[src/rtl/useq_pkg.sv]
package useq_pkg;
  parameter int unsigned UW_W   = 10;
  parameter int unsigned UPC_W  = 5;
  parameter int unsigned CODE_W = 4;
  parameter int unsigned CTRL_W = 9;

  localparam int unsigned F_FMT = UW_W - 1;
  localparam int unsigned F_SEL = UW_W - 3;
  localparam int unsigned F_VAL = UW_W - 4;

  typedef logic [UW_W-1:0]  uword_t;
  typedef logic [UPC_W-1:0] upc_t;

  typedef enum logic [1:0] {CS_WAIT, CS_IR15, CS_IR14, CS_AC15} cond_sel_e;

  typedef enum logic [CODE_W-1:0] {
    XF_NOP, XF_FETCH, XF_READ, XF_CAPT, XF_IRLD, XF_IR2MAR,
    XF_MBR2AC, XF_AC2MBR, XF_WRITE, XF_ADD, XF_IR2PC
  } xfer_e;

  localparam int unsigned CB_MAR_LD  = 0;
  localparam int unsigned CB_PC_INC  = 1;
  localparam int unsigned CB_PC_LD   = 2;
  localparam int unsigned CB_IR_LD   = 3;
  localparam int unsigned CB_AC_LD   = 4;
  localparam int unsigned CB_MBR_LD  = 5;
  localparam int unsigned CB_MEM_REQ = 6;
  localparam int unsigned CB_MEM_WE  = 7;
  localparam int unsigned CB_ALU_ADD = 8;

  // routine entry points
  localparam upc_t A_RES = 5'd0;
  localparam upc_t A_ST0 = 5'd14;
  localparam upc_t A_OD1 = 5'd18;
  localparam upc_t A_BR0 = 5'd25;

  function automatic uword_t rt(input xfer_e c);
    return {1'b0, {(UW_W-1-CODE_W){1'b0}}, c};
  endfunction

  function automatic uword_t bj(input cond_sel_e s, input logic v, input upc_t t);
    return {1'b1, s, v, {(UW_W-4-UPC_W){1'b0}}, t};
  endfunction

  function automatic uword_t uprog(input upc_t a);
    case (a)
      5'd0:  return rt(XF_FETCH);
      5'd1:  return rt(XF_READ);
      5'd2:  return bj(CS_WAIT, 1'b1, 5'd1);
      5'd3:  return rt(XF_CAPT);
      5'd4:  return rt(XF_IRLD);
      5'd5:  return rt(XF_IR2MAR);
      5'd6:  return bj(CS_IR15, 1'b1, A_OD1);
      5'd7:  return bj(CS_IR14, 1'b1, A_ST0);
      5'd8:  return rt(XF_READ);
      5'd9:  return bj(CS_WAIT, 1'b1, 5'd8);
      5'd10: return rt(XF_CAPT);
      5'd11: return rt(XF_MBR2AC);
      5'd12: return bj(CS_WAIT, 1'b0, A_RES);
      5'd13: return bj(CS_WAIT, 1'b1, A_RES);
      5'd14: return rt(XF_AC2MBR);
      5'd15: return rt(XF_WRITE);
      5'd16: return bj(CS_WAIT, 1'b1, 5'd15);
      5'd17: return bj(CS_WAIT, 1'b0, A_RES);
      5'd18: return bj(CS_IR14, 1'b1, A_BR0);
      5'd19: return rt(XF_READ);
      5'd20: return bj(CS_WAIT, 1'b1, 5'd19);
      5'd21: return rt(XF_CAPT);
      5'd22: return rt(XF_ADD);
      5'd23: return bj(CS_WAIT, 1'b0, A_RES);
      5'd24: return bj(CS_WAIT, 1'b1, A_RES);
      5'd25: return bj(CS_AC15, 1'b0, A_RES);
      5'd26: return rt(XF_IR2PC);
      5'd27: return bj(CS_WAIT, 1'b0, A_RES);
      5'd28: return bj(CS_WAIT, 1'b1, A_RES);
      5'd30: return bj(CS_WAIT, 1'b1, A_RES);
      default: return bj(CS_WAIT, 1'b0, A_RES);
    endcase
  endfunction
endpackage

[src/rtl/useq_rom.sv]
module useq_rom
  import useq_pkg::*;
(
  input  upc_t   addr_i,
  output uword_t word_o
);
  always_comb word_o = uprog(addr_i);
endmodule

[src/rtl/useq_cond.sv]
module useq_cond
  import useq_pkg::*;
(
  input  uword_t word_i,
  input  logic   wait_i,
  input  logic   ir15_i,
  input  logic   ir14_i,
  input  logic   ac15_i,
  output logic   take_o
);
  logic sel_val;

  always_comb begin
    case (cond_sel_e'(word_i[F_SEL +: 2]))
      CS_WAIT: sel_val = wait_i;
      CS_IR15: sel_val = ir15_i;
      CS_IR14: sel_val = ir14_i;
      default: sel_val = ac15_i;
    endcase
    take_o = word_i[F_FMT] && (sel_val == word_i[F_VAL]);
  end
endmodule

[src/rtl/useq_xdec.sv]
module useq_xdec
  import useq_pkg::*;
(
  input  uword_t            word_i,
  output logic [CTRL_W-1:0] ctrl_o
);
  always_comb begin
    ctrl_o = '0;
    if (!word_i[F_FMT]) begin
      case (word_i[CODE_W-1:0])
        XF_FETCH:  begin ctrl_o[CB_MAR_LD] = 1'b1; ctrl_o[CB_PC_INC] = 1'b1; end
        XF_READ:   ctrl_o[CB_MEM_REQ] = 1'b1;
        XF_CAPT:   begin ctrl_o[CB_MEM_REQ] = 1'b1; ctrl_o[CB_MBR_LD] = 1'b1; end
        XF_IRLD:   ctrl_o[CB_IR_LD] = 1'b1;
        XF_IR2MAR: ctrl_o[CB_MAR_LD] = 1'b1;
        XF_MBR2AC: ctrl_o[CB_AC_LD] = 1'b1;
        XF_AC2MBR: ctrl_o[CB_MBR_LD] = 1'b1;
        XF_WRITE:  begin ctrl_o[CB_MEM_REQ] = 1'b1; ctrl_o[CB_MEM_WE] = 1'b1; end
        XF_ADD:    begin ctrl_o[CB_AC_LD] = 1'b1; ctrl_o[CB_ALU_ADD] = 1'b1; end
        XF_IR2PC:  ctrl_o[CB_PC_LD] = 1'b1;
        default:   ctrl_o = '0;
      endcase
    end
  end
endmodule

[src/rtl/useq_ctrl.sv]
module useq_ctrl
  import useq_pkg::*;
(
  input  logic              clk_i,
  input  logic              rst_ni,
  input  logic              wait_i,
  input  logic              ir15_i,
  input  logic              ir14_i,
  input  logic              ac15_i,
  output logic [UPC_W-1:0]  upc_o,
  output logic [CTRL_W-1:0] ctrl_o
);
  upc_t   upc_q, upc_d;
  uword_t uword;
  logic   take;

  useq_rom u_rom (.addr_i(upc_q), .word_o(uword));

  useq_cond u_cond (
    .word_i(uword), .wait_i(wait_i), .ir15_i(ir15_i),
    .ir14_i(ir14_i), .ac15_i(ac15_i), .take_o(take)
  );

  useq_xdec u_xdec (.word_i(uword), .ctrl_o(ctrl_o));

  always_comb upc_d = take ? uword[UPC_W-1:0] : upc_q + UPC_W'(1);

  always_ff @(posedge clk_i or negedge rst_ni) begin
    if (!rst_ni) upc_q <= '0;
    else         upc_q <= upc_d;
  end

  assign upc_o = upc_q;
endmodule

[config.mk]
export PLATFORM = sky130hd
export DESIGN_NAME = useq_ctrl
export DESIGN_NICKNAME = d
export VERILOG_FILES = /design/src/rtl/useq_pkg.sv /design/src/rtl/useq_rom.sv /design/src/rtl/useq_cond.sv /design/src/rtl/useq_xdec.sv /design/src/rtl/useq_ctrl.sv
export SDC_FILE = /design/constraint.sdc
export NUM_CORES = 1
export LEC_CHECK = 0
export ABC_AREA = 1
export CAP_MARGIN = 10
export CORE_ASPECT_RATIO = 1.4
export CORE_MARGIN = 4
export CORE_UTILIZATION = 50
export CTS_CLUSTER_DIAMETER = 60
export DETAILED_ROUTE_END_ITERATION = 7
export DONT_BUFFER_PORTS = 1
export HOLD_SLACK_MARGIN = 0.03
export PLACE_DENSITY = 0.68
export SYNTH_ARGS = -nofsm -noshare
export SYNTH_HDL_FRONTEND = slang
export SYNTH_SLANG_ARGS = --single-unit
export TNS_END_PERCENT = 20
[constraint.sdc]
create_clock -name clk_i -period 1.9 [get_ports clk_i]
set_input_delay 0.475 -clock clk_i [delete_from_list [all_inputs] [get_ports clk_i]]
set_output_delay 0.475 -clock clk_i [all_outputs]
set_load 0.005 [all_outputs]
==> results, run 1 <==
- The overall die height is 58.99 um.
- Ranked by instance count, the synthesized netlist is headed by nand2_1, nand3_1, inv_1.
- The number of global-route vias before repair came to 1199.
- The synthesized netlist devotes about a tenth of its cell area to adder and majority cells.
- The time the worst path needs with I/O delays and setup is about 2400 ps.
- Port buffering added 0 buffers.
- The CTS tree is yes.
- Once routing completed, OpenROAD measured the worst setup slack at -471.8 ps.
- The cell with the most instances after synthesis is nand2_1.
- Of the cells placed in the final design, the portion with a size suffix greater than 1 is 59.24%.
- For the final database, setup skew stands at approximately 0.75 ps.
- The startpoint identified for the worst register-to-register timing path is upc_o[1].
- After detailed routing, the number of remaining DRC violations is 0.
- Counting cells, the worst reg-to-reg path comes to 15.
- Max-cap violations in this run came to 0.
- From synthesis to final layout, the design area changed by 59.16%.
- The startpoint class of the critical path is a flip-flop.
- The wire length of the first global-routing pass is 5699 um.
- The floorplan step defined a die boundary enclosing between 2000 and 3000 um^2.
- The register-to-register path setup slack is -110 ps.
- 20 I/O pins were placed.
- In the routed layout, each cell is associated on average with a via count of 5.868.
- Setup repair after global routing could not meet its margin everywhere.
- The Yosys step of the flow raised 0 warnings.
- The global placer's final weighted congestion is approximately 0.89.
- The total number of vias is ~1200.
- The number of flip-flops in the largest register is 5.
- The wire-length estimate of the detail-placed layout is ~2200 um.
- The count of different cell masters after synthesis is 31.
- The routed wire length per instance is between 15 and 20 um.
- The number of antenna-violating nets in the routed design is 0.
- The max-slew violation count is 0.
- For this block, the initial DRC count from the detailed router was 42.
- The number of setup violations in the final report is 14.
- The core box area is roughly 1800 um^2.
- For the worst setup path, the data arrival time is approximately 1900 ps.
- For the worst-skew pair, the clock arrives at the later sink with an insertion delay of about 250 ps.
- The final reports fail on negative setup slack.
- The fraction of the core area covered by cells at the end of the flow is 84.12%.
- The total congestion overflow is 0.
- The effective utilization at floorplan is roughly 53%.
- The post-synthesis share of cell area spent on and, or, nand and nor gates is 43.80%.
- In the synthesized netlist the dominant register cell turns out to be dfrtp_1.
- The xor/xnor cell area share of the yosys netlist is 1.887%.
- The worst hold margin is roughly 540 ps.
- The combinational family with the most area after synthesis is simple AND/OR/NAND/NOR gates.
- The synthesized design contains 0 enable-type register cells.
- In the post-synthesis netlist, the biggest area contributors are nand2_1, dfrtp_1, ha_1.
- The setup path with the least slack is of type reg2out.
- The run finished, with violations left.
- The number of buffers inserted during clock tree synthesis is 3.
- The fraction of synthesized area in multiplexers is 0%.
- The post-CTS clock slew at the launch and capture registers of the worst setup and hold paths is around 50 ps.
- The count of final hold-check violations is 0.
- The width of the chip is approximately 44 um.
- CTS built an H-tree with a depth of 1.
- The number of diodes added for antenna fixing is 0.
- The critical path ends at ctrl_o[6].
- The number of standard cells after synthesis is between 100 and 150.
- The library cell with the largest summed area after synthesis is nand2_1.
- The top cell type by area accounts for roughly 16% of the synthesized area.
- The maximum frequency from static timing analysis is 421.6 MHz.
- The net count after synthesis is roughly 160.
- The initial antenna violation count is 0.
- After synthesis the netlist holds a flip-flop and latch count of 5.
- In this run the worst hold path is classified as in2async.
- Timing analysis after detailed placement gives a worst setup slack of -272.4 ps.
- The first TritonRoute pass finished after 4 iterations.
- The longest clock path from root to sink contains 2 buffers.
- Data on the critical path is required at its endpoint by roughly 1400 ps.
- In the finished design, the share of the clock period the worst path needs comes to 124.8%.
- The fraction of registers with async set/reset is 100.0%.
- The aggregate global-route resource usage is between 20% and 30%.
- Wires add up to 3403 um.
- Summing the areas of all compound-gate instances in the mapped netlist gives 17.79% of the synthesized area.
- STA classifies the critical path endpoint as an output port.
- The initialized floorplan defines 18 standard-cell rows.
- The critical path starts at upc_o[0].
- The actual slew at the worst max-slew pin is around 370 ps.
- The sequential-to-total area share from yosys stat is a little over an eighth.
- In the final design database the tool counted 198 nets.
- In this run the worst path has a maximum fanout of 6.
- The final sum of negative setup slack is -4409 ps.
- Headroom to the max-slew limit came out at approximately three quarters.
- The pin count of the biggest net entering global routing is 13.
- The netlist area before placement is 928.4 um^2.
- The root cell of the clock tree is clkbuf_4.
- A synthesized cell averages roughly 6.5 um^2.
- The endpoint identified for the worst register-to-register timing path is upc_o[0].
- The clock drives 5 sinks.
[cells by family (layout without fill, tap and decap cells)]
group                    after synthesis  after routing
AND/OR/NAND/NOR                       84             84
AO/OA/AOI/OAI                         21             21
buffers and inverters                 24             65
flip-flops                             5              5
adder cells (fa/ha/maj)                7              7
XOR/XNOR                               2              2
[worst min path at each step]
stage / startpoint / to / slack (ps) / cells after the start
2_1_floorplan: rst_ni / upc_o[0] / 180 / 0
3_3_place_gp: rst_ni / upc_o[3] / 180 / 0
3_5_place_dp: rst_ni / upc_o[4] / 180 / 0
4_1_cts: rst_ni / upc_o[4] / 530 / 1
5_1_grt: rst_ni / upc_o[0] / 550 / 1
6_report: rst_ni / upc_o[3] / 540 / 1
[placed cells by master (no fill, tap or decap), types with 2 or more instances in the layout]
cell,synthesis,routed
dfrtp_1,5,2
nor2_4,0,4
nand2_1,39,33
nand2_2,7,12
xor2_1,2,2
buf_12,0,2
o21ai_1,5,2
ha_4,0,3
dfrtp_2,0,3
a21oi_2,0,2
clkbuf_4,0,3
inv_1,14,8
nor2_2,0,4
nor2_1,11,3
nand3_1,16,11
nand3_2,1,6
ha_1,7,3
o22ai_1,2,2
o21ai_2,2,6
nand4_1,6,6
nand2_4,1,2
inv_2,3,7
inv_4,2,4
buf_4,0,38
[through the flow]
step | cell area, um^2 | cells
final | 1478 | 204
after global routing | 1478 | 204
after CTS | 1454 | 204
after detailed placement | 1244 | 192
after global placement | 1244 | 192
after floorplan | 1013 | 143
[final cells by class]
cell class | count | area, um^2
multi-input cells | 114 | 869.6
flip-flops and latches | 5 | 128.9
repair buffers | 42 | 346.6
clock buffers | 4 | 26.28
fillers | 99 | 279.0
inverters | 19 | 81.33
well taps | 20 | 25.02
[metal layers]
metal	vias to the layer above	part of all wire, %	GRT usage, %
met1	557	37	32.40
met5	-	0	0
met2	58	53	52.92
li1	564	-	-
met3	18	5.5	3.647
met4	0	3.8	12.50
[worst max-delay path: stages, from the launching register on]
cell	delay [ps]
dfrtp_2	440
buf_4	150
ha_4	170
nor2_2	130
inv_2	70
o221ai_2	170
a21o_4	220
nand3_2	130
o21ai_2	140
[timing repair]
action / in CTS / in global routing
gates resized for setup: 30 / 7
endpoints found under the setup margin: 14 / 14
pin swaps: 8 / 5
endpoints found under the hold margin: 5 / 0
hold buffers: 1 / 0
buffers inserted: 7 / 0
Power of run 1 is not shown: default switching activity piles up to over one toggle a cycle in this logic, so the estimate is an artifact.
==> run 2, diff against run 1 <==
--- a/config.mk
+++ b/config.mk
@@ -15,2 +15,3 @@
 export DONT_BUFFER_PORTS = 1
+export GPL_ROUTABILITY_DRIVEN = 0
 export HOLD_SLACK_MARGIN = 0.03
--- a/constraint.sdc
+++ b/constraint.sdc
@@ -3,2 +3,2 @@
 set_output_delay 0.475 -clock clk_i [all_outputs]
-set_load 0.005 [all_outputs]
+set_load 0.02 [all_outputs]
==> run 2 against run 1 <==
The run still ends with negative setup slack left. Global-route usage increased by 5.2 points. Via count increased by 9.4%. Routed wire length increased by 24%. Utilization increased by 8.2 points. Worst setup slack got worse by 190 ps. Critical path depth increased by 1. Non-clock buffer count increased by 10. Hold slack got worse by 7.7 ps. Maximum frequency decreased by 7.3%. Critical path type unchanged. Critical endpoint is now ctrl_o[3]. Highest routed layer unchanged.
==> results, run 2 (synthesis gave the netlist of run 1 again) <==
- The number of DRC markers after the initial detailed-route iteration is 70 (+67%).
- The max-slew violation count came to 0 (unchanged).
- The register-to-register path setup slack is -220 ps (-110 ps).
- The area of the die is 2620 um^2 (unchanged).
- The flow ran to the end, but the final reports show violations.
- STA classifies the critical path startpoint as a flip-flop.
- The endpoint type of the worst setup path is an output port.
- The final reports fail on negative setup slack.
- The core box area is 1757 um^2 (unchanged).
- The final instance area is 1622 um^2 (+9.7%).
- The root cell of the clock tree is clkbuf_4.
- The worst path required time is 1420 ps (about the same).
- The final wirelength was 4214 um (+24%).
- The worst setup path is of the reg2out kind.
- The count of final hold-check violations is 0 (unchanged).
- The actual slew at the worst max-slew pin is 327.0 ps (-42.48 ps).
- The number of I/O port buffers is 0 (unchanged).
- The number of diodes added for antenna fixing is 0 (unchanged).
- The synthesis-to-finish area growth is 74.66%.
- The pin count of the biggest net entering global routing is 13 (unchanged).
- The clock insertion delay at the later pin of the skew report was 270 ps (+20 ps).
- The number of top-level design ports is 20 (unchanged).
- The ratio of cells with drive above 1 in the final layout is 64.43% (+5.2 points).
- The peak fanout along the critical path was 6 (unchanged).
- The final sum of negative setup slack is -6523 ps (-2114 ps).
- The routed wire length per instance is 19.69 um (+18%).
- The total number of vias is 1309 (+9.4%).
- The cell count after placement was 200 (+4.2%).
- The number of nets in the final layout was 208 (+5.1%).
- The depth of the CTS H-tree is 1 (unchanged).
- The total number of placement rows is 18 (unchanged).
- In the layout the commonest cells are buf_4, nand2_1, nand2_2.
- The max capacitance violation total was 0 (unchanged).
- The number of global-route vias before repair is 1261 (+5.2%).
- The CTS tree is yes.
- The count of filler cells inserted in the layout is 64 (-35%).
- The total congestion overflow is 0 (unchanged).
- Setup repair after global routing could not meet its margin everywhere.
- The post-CTS clock slew at the launch and capture registers of the worst setup and hold paths came to 60 ps (about the same).
- The period utilization is 134.7% (+9.9 points).
- The area used by sequential logic in the layout came to 128.9 um^2 (unchanged).
- The beginning of the critical path is upc_o[1].
- The ratio of routed vias to standard cells was 6.117 (+4.2%).
- The number of flip-flops in the largest register is 5 (unchanged).
- The maximum frequency from static timing analysis was 390.7 MHz (-7.3%).
- The time the worst path needs with I/O delays and setup came to 2560 ps (+187.7 ps).
- The wire length of the first global-routing pass was 6348 um (+11%).
- The number of buffers inserted during clock tree synthesis is 3 (unchanged).
- The number of antenna-violating nets in the routed design is 0 (unchanged).
- The startpoint of the most critical register-to-register path is upc_o[1].
- The clock net sink count came to 5 (unchanged).
- The width of the chip is 44.42 um (unchanged).
- The remaining routing DRC violations was 0 (unchanged).
- The number of cell instances on the worst register-to-register path is 12 (-3).
- The initial antenna violation count is 0 (unchanged).
- The final worst setup slack was -659.5 ps (-187.7 ps).
- The type of the worst min-delay path is in2async.
- The most common library cell in the layout ignoring fill and taps is buf_4.
- The arrival time of data at the critical path endpoint is 2080 ps (+180 ps).
- The aggregate global-route resource usage came to 34.07% (+5.2 points).
- The number of setup violations in the final report is 14 (unchanged).
- The deepest clock path buffer count came to 2 (unchanged).
- The area of the multi-input gates came to 953.4 um^2 (+9.6%).
- The effective utilization at floorplan is 52.85% (unchanged).
- The most critical setup path has its endpoint at ctrl_o[3].
- The overall die height is 58.99 um (unchanged).
- The post-layout instance count excluding filler cells was 214 (+4.9%).
- The capture instance of the worst register-to-register path is upc_o[0].
- The pre-CTS setup slack came to -353.8 ps (-81.39 ps).
- The half-perimeter wire length after detailed placement is 2425 um (+11%).
- The area of placed instances is 1411 um^2 (+13%).
- The relative slew slack is 78.13% (+2.8 points).
- The first-pass iteration count of the detailed router is 4 (unchanged).
- The worst clock skew on the final layout is 5.330 ps (+4.580 ps).
==> run 2: worst min-delay path by stage <==
stage	startpoint	endpoint	cells after the start
after floorplan	rst_ni	upc_o[0]	0
after global placement	rst_ni	upc_o[4]	0
after detailed placement	rst_ni	upc_o[4]	0
after CTS	rst_ni	upc_o[1]	1
after global routing	rst_ni	upc_o[1]	1
final	rst_ni	upc_o[1]	1
==> run 2: critical path: stages (launching register included) <==
cell and delay (ps):
dfrtp_2 480, inv_4 110, ha_4 160, nor2_2 60, inv_2 100, o221ai_2 120
a21o_4 290, nor2_4 190, nand2_2 110, nor2_4 190
==> run 2: cell type report <==
class                   count  area share (%)
inverters                  19           5.170
well taps                  20           1.543
flip-flops and latches      5           7.948
multi-input cells         114           58.80
repair buffers             52           24.92
clock buffers               4           1.620
==> run 2: timing repair <==
action	4_1_cts	5_1_grt
setup endpoints to repair	14	14
pin swaps	13	8
hold buffers	1	0
gates resized for setup	19	6
setup buffers	5	4
endpoints found under the hold margin	5	0
==> run 2: layer usage <==
metal	vias to the layer above	wire, um	part of all wire [%]	track usage (%)
li1	583	-	-	-
met1	624	1463	35	38.36
met2	79	2181	52	58.13
met3	23	285	6.8	3.343
met4	0	283	6.7	24.57
met5	-	0	0	0
==> run 2: through the flow <==
step	hold WS, ps	util (%)
floorplan	179.4	-
global placement	179.5	80.34
detailed placement	179.5	80.34
CTS	525.8	89.60
global route	543.4	92.31
finish	531.9	92.31
Power of run 2 is left out for the same reason.
